## src/rtl/hzd_pkg.sv

```systemverilog
package hzd_pkg;
  typedef enum logic {
    FWD_RF = 1'b0,
    FWD_WB = 1'b1
  } fwd_sel_e;

  typedef struct packed {
    logic pc_en;
    logic ifid_en;
    logic ifid_bubble;
    logic idex_bubble;
  } pipe_ctl_t;
endpackage

```

## src/rtl/hzd_stall_det.sv

```systemverilog
module hzd_stall_det #(
  parameter int AW   = 5,
  parameter int NSRC = 2
) (
  input  logic [NSRC-1:0][AW-1:0] src,
  input  logic [NSRC-1:0]         src_use,
  input  logic [AW-1:0]           ex_rd,
  input  logic                    ex_wen,
  input  logic                    ex_load,
  output logic                    hazard
);
  logic            ex_producer;
  logic [NSRC-1:0] hit;

  // A load always writes; either flag marks a pending result without bypass
  assign ex_producer = (ex_wen | ex_load) & (ex_rd != '0);

  for (genvar g = 0; g < NSRC; g++) begin : g_src
    assign hit[g] = ex_producer & src_use[g] & (src[g] == ex_rd);
  end

  assign hazard = |hit;
endmodule

```

## src/rtl/hzd_fwd_unit.sv

```systemverilog
module hzd_fwd_unit
  import hzd_pkg::*;
#(
  parameter int AW   = 5,
  parameter int NSRC = 2
) (
  input  logic [NSRC-1:0][AW-1:0] ex_src,
  input  logic [AW-1:0]           wb_rd,
  input  logic                    wb_wen,
  output fwd_sel_e [NSRC-1:0]     sel
);
  logic wb_live;

  assign wb_live = wb_wen & (wb_rd != '0);

  for (genvar g = 0; g < NSRC; g++) begin : g_op
    always_comb begin
      sel[g] = FWD_RF;
      if (wb_live && (ex_src[g] == wb_rd)) sel[g] = FWD_WB;
    end
  end
endmodule

```

## src/rtl/hzd_br_hold.sv

```systemverilog
module hzd_br_hold
  import hzd_pkg::*;
(
  input  logic      clk,
  input  logic      rst_n,
  input  logic      id_is_branch,
  input  logic      hazard,
  output logic      br_resolve,
  output pipe_ctl_t ctl
);
  logic br_ex_d;
  logic br_ex_q;

  // Branch moves to execute only when decode is not held
  always_comb begin
    br_ex_d = id_is_branch & ~hazard;
  end

  always_ff @(posedge clk or negedge rst_n) begin
    if (!rst_n) br_ex_q <= 1'b0;
    else        br_ex_q <= br_ex_d;
  end

  // Resolving branch wins the PC and fetch/decode; data stall keeps ID/EX
  always_comb begin
    ctl.idex_bubble = hazard;
    if (br_ex_q) begin
      ctl.pc_en       = 1'b1;
      ctl.ifid_en     = 1'b1;
      ctl.ifid_bubble = 1'b1;
    end else if (hazard) begin
      ctl.pc_en       = 1'b0;
      ctl.ifid_en     = 1'b0;
      ctl.ifid_bubble = 1'b0;
    end else if (id_is_branch) begin
      ctl.pc_en       = 1'b0;
      ctl.ifid_en     = 1'b1;
      ctl.ifid_bubble = 1'b1;
    end else begin
      ctl.pc_en       = 1'b1;
      ctl.ifid_en     = 1'b1;
      ctl.ifid_bubble = 1'b0;
    end
  end

  assign br_resolve = br_ex_q;
endmodule

```

## src/rtl/hzd_ctrl.sv

```systemverilog
module hzd_ctrl
  import hzd_pkg::*;
#(
  parameter int AW = 5
) (
  input  logic          clk,
  input  logic          rst_n,
  input  logic [AW-1:0] id_rs1,
  input  logic [AW-1:0] id_rs2,
  input  logic          id_use_rs1,
  input  logic          id_use_rs2,
  input  logic          id_is_branch,
  input  logic [AW-1:0] ex_rd,
  input  logic          ex_wen,
  input  logic          ex_load,
  input  logic [AW-1:0] ex_rs1,
  input  logic [AW-1:0] ex_rs2,
  input  logic [AW-1:0] wb_rd,
  input  logic          wb_wen,
  output logic          pc_en,
  output logic          ifid_en,
  output logic          ifid_bubble,
  output logic          idex_bubble,
  output logic          br_resolve,
  output logic          fwd_a,
  output logic          fwd_b
);
  localparam int NSRC = 2;

  logic [NSRC-1:0][AW-1:0] id_src;
  logic [NSRC-1:0]         id_use;
  logic [NSRC-1:0][AW-1:0] ex_src;
  fwd_sel_e [NSRC-1:0]     sel;
  logic                    hazard;
  pipe_ctl_t               ctl;

  assign id_src = {id_rs2, id_rs1};
  assign id_use = {id_use_rs2, id_use_rs1};
  assign ex_src = {ex_rs2, ex_rs1};

  hzd_stall_det #(.AW(AW), .NSRC(NSRC)) u_stall (
    .src    (id_src),
    .src_use(id_use),
    .ex_rd  (ex_rd),
    .ex_wen (ex_wen),
    .ex_load(ex_load),
    .hazard (hazard)
  );

  hzd_fwd_unit #(.AW(AW), .NSRC(NSRC)) u_fwd (
    .ex_src(ex_src),
    .wb_rd (wb_rd),
    .wb_wen(wb_wen),
    .sel   (sel)
  );

  hzd_br_hold u_br (
    .clk         (clk),
    .rst_n       (rst_n),
    .id_is_branch(id_is_branch),
    .hazard      (hazard),
    .br_resolve  (br_resolve),
    .ctl         (ctl)
  );

  assign pc_en       = ctl.pc_en;
  assign ifid_en     = ctl.ifid_en;
  assign ifid_bubble = ctl.ifid_bubble;
  assign idex_bubble = ctl.idex_bubble;
  assign fwd_a       = (sel[0] == FWD_WB);
  assign fwd_b       = (sel[1] == FWD_WB);
endmodule

```

## config.mk

```make
export PLATFORM = sky130hd
export DESIGN_NAME = hzd_ctrl
export DESIGN_NICKNAME = d
export VERILOG_FILES = /design/src/rtl/hzd_pkg.sv /design/src/rtl/hzd_stall_det.sv /design/src/rtl/hzd_fwd_unit.sv /design/src/rtl/hzd_br_hold.sv /design/src/rtl/hzd_ctrl.sv
export SDC_FILE = /design/constraint.sdc
export NUM_CORES = 1
export LEC_CHECK = 0
export CORE_UTILIZATION = 25
export DETAILED_ROUTE_END_ITERATION = 12
export GPL_TIMING_DRIVEN = 1
export PLACE_DENSITY = 0.82
export SYNTH_ARGS = -nofsm -noshare
export SYNTH_HDL_FRONTEND = slang
export SYNTH_SLANG_ARGS = --single-unit
```

## constraint.sdc

```tcl
create_clock -name clk -period 4.8 [get_ports clk]
set_input_delay 0.96 -clock clk [delete_from_list [all_inputs] [get_ports clk]]
set_output_delay 0.96 -clock clk [all_outputs]
set_load 0.03 [all_outputs]
```

==> key figures <==
Outcome
  • Run status: finished clean

Global route
  • Wire length of the first global-routing pass: ~2.0 mm
  • Largest net degree at the start of global routing: 6
  • Overall routing resource usage: 18.5%
  • Total global routing overflow: 0
  • Number of global-route vias before repair: around 450
  • Antenna violations before repair: 0

Worst setup path
  • Endpoint type of the worst setup path: output pin
  • Max FO, Critical Path: 3
  • Critical Path Start Type: primary input
  • CP Data Required Time: between 3000 and 4000 ps
  • Worst setup path class: in -> out
  • Data arrival time of the critical path: between 3000 and 4000 ps

Floorplanning
  • Die boundary height: just under 40 um
  • I/O pin count: 45
  • Number of rows in the core area: 12
  • Core box area: 0.00117 sq mm
  • Starting density of the core: ~28%
  • Total Die Area: between 0.001 and 0.0015 sq mm
  • Die extent in x: approximately 38 um

Timing
  • Min cycle time layout: approximately 4100 ps
  • RSZ-0062 raised after global routing: false
  • Final Hold Slack: around 1100 ps
  • Final max-slew violation count: 0
  • Post-layout worst setup margin: approximately 670 ps
  • Setup-failing EPs final: 0
  • Final number of hold-violating endpoints: 0
  • Transition at the pin with the smallest max-transition slack: 338 ps
  • Headroom to the max-slew limit: between 70% and 80%
  • Post-route fraction of the period consumed by the critical path: a little under nine tenths
  • F_max: 242 MHz
  • Total negative setup slack: 0 ps

Routing
  • Average detailed-routed wire length per instance: ~13 um
  • Routed wire length: about 1.3 mm
  • Number of nets with antenna violations after routing: 0
  • Number of iterations in the first detailed-routing pass: 2
  • Via count of the routed design: 437
  • Post-DR vias/cell: 4.37
  • Number of DRC violations after detailed routing: 0
  • Number of DRC markers after the initial detailed-route iteration: 1

Synth
  • Mapped Nets: 80
  • Syn_area_per_cell: between 7 and 8 sq um
  • Synth warn: 0
  • Most used standard cells in the synthesized netlist: sky130_fd_sc_hd__xnor2_1 (16), sky130_fd_sc_hd__xor2_1 (4), sky130_fd_sc_hd__nand2_1 (3)
  • Number of standard cells after synthesis: 42
  • Total of flip-flops plus latches after synthesis: 1
  • Area share of the largest cell type after synthesis: between 40% and 50%
  • Top cells by area in the synthesized netlist: sky130_fd_sc_hd__xnor2_1 (42%), sky130_fd_sc_hd__xor2_1 (11%), sky130_fd_sc_hd__dfrtp_1 (7.5%), sky130_fd_sc_hd__or4_1 (4.5%), sky130_fd_sc_hd__nor2b_4 (4.2%)
  • Library cell occupying the most area in the post-synthesis netlist: sky130_fd_sc_hd__xnor2_1
  • Synth unique cells: 17
  • Ys flop type: sky130_fd_sc_hd__dfrtp_1
  • Number of synthesized flops with an enable pin: 0
  • Sequential element share of the synthesized area: under 10%
  • Netlist area before placement: around 330 sq um
  • Share of synthesized flip-flops with an asynchronous set or reset: 100%
  • Most frequent cell after synthesis: sky130_fd_sc_hd__xnor2_1

Cells and area
  • Share of cells above drive strength 1: about 2.3%
  • End-of-flow core utilization: 67.4%
  • Antenna fix cells: 0
  • P&R area growth vs syn: 138%
  • Number of flip-flops under the largest register name: 1
  • NumNets Final: roughly 130

Power and ir drop
  • Switching power summed over all nets: approximately 0.000024 W
  • Lkg Pwr: roughly 0.27 nW
  • Power density relative to cell area: around 100 mW/mm^2
  • Switching Fraction: between 30% and 40%
  • Largest vdd supply drop: around 66 uV
  • Overall power of the completed layout: approximately 0.000077 W
  • Combinational share of power: approximately 87%
  • Internal Power: roughly 0.000053 W
  • Reg power frac: 12.8%
  • Clock Power Share: 0%

Clock network
  • Hold buffer count at cts: 0
  • Clock-pin slew on the worst setup and hold paths: 0 ps
  • Setup repair bufs after CTS: 0
  • Cts repair resizes: 0

Min path
  • Min-Delay Path Class: in -> async

Place
  • Routability congestion estimate from global placement: 0.782
  • Detailed placement HPWL: approximately 1.2 mm
  • Pre-CTS setup slack: around 660 ps
  • Port Buffers: between 40 and 50

Job
  • MaxCap Viol Count: 0
==> final timing paths <==
kind	from	end	slack (ps)	cells after the start
min	rst_n	u_br.br_resolve$_DFF_PN0_	1110	1
min in group clk	id_is_branch	u_br.br_resolve$_DFF_PN0_	1570	2
max in group asynchronous	rst_n	u_br.br_resolve$_DFF_PN0_	3590	1
max	ex_rd[2]	pc_en	670	6
==> cells in the final DEF, fill, tap and decap left out, types with 2 or more instances in the layout <==
cell                               n
sky130_fd_sc_hd__nand2_1           3
sky130_fd_sc_hd__a21oi_1           2
sky130_fd_sc_hd__nand3_1           2
sky130_fd_sc_hd__nand4_1           2
sky130_fd_sc_hd__clkdlybuf4s50_1  44
sky130_fd_sc_hd__xnor2_1          16
sky130_fd_sc_hd__xor2_1            4
sky130_fd_sc_hd__nor4_1            2
sky130_fd_sc_hd__or4_1             2
==> kinds of logic (layout without fill, tap and decap cells) <==
kind of cell	Yosys count	in the layout	share of synthesized area, %
flops	1	1	7.55
simple gates	15	15	28.3
compound gates	6	6	11.3
xor+xnor	20	20	52.8
buf+inv	0	44	0
==> power by group through the flow <==
stage	Combinational (W)	Sequential, W	Clock, W
finish	0.0000676	0.00000991	0
global route	0.0000724	0.0000100	0
CTS	0.0000680	0.00000992	0
detailed placement	0.0000677	0.00000992	0
global placement	0.0000668	0.00000989	0
floorplan	0.0000244	0.0000109	0
==> area by class of cell <==
type	count	area (sq um)
multi-input combinational	41	307
sequential	1	25.0
timing repair buffer	44	440
tap	14	17.5
fill	104	382
==> metal layers <==
| metal | global-route usage (%) | up-vias | part of all wire (%) |
|---|---|---|---|
| li1 | - | 238 | - |
| met1 | 22.1 | 189 | 42 |
| met2 | 36.4 | 10 | 54 |
| met3 | 1.16 | 0 | 3.9 |
| met4 | 1.72 | 0 | 0 |
| met5 | 0 | - | 0 |
==> worst max-delay path, stage by stage <==
cell and delay, ps:
sky130_fd_sc_hd__clkdlybuf4s50_1 480, sky130_fd_sc_hd__or4_1 530, sky130_fd_sc_hd__o22a_1 230, sky130_fd_sc_hd__nor2b_4 140, sky130_fd_sc_hd__a21oi_1 150, sky130_fd_sc_hd__clkdlybuf4s50_1 690
==> through the flow <==
step / instance area [sq um] / instances
after detailed placement: 790 / 100
final: 790 / 100
after global placement: 790 / 100
after floorplan: 332 / 42
after CTS: 790 / 100
after global routing: 790 / 100
No activity file was read; power rests on OpenSTA's default activity.
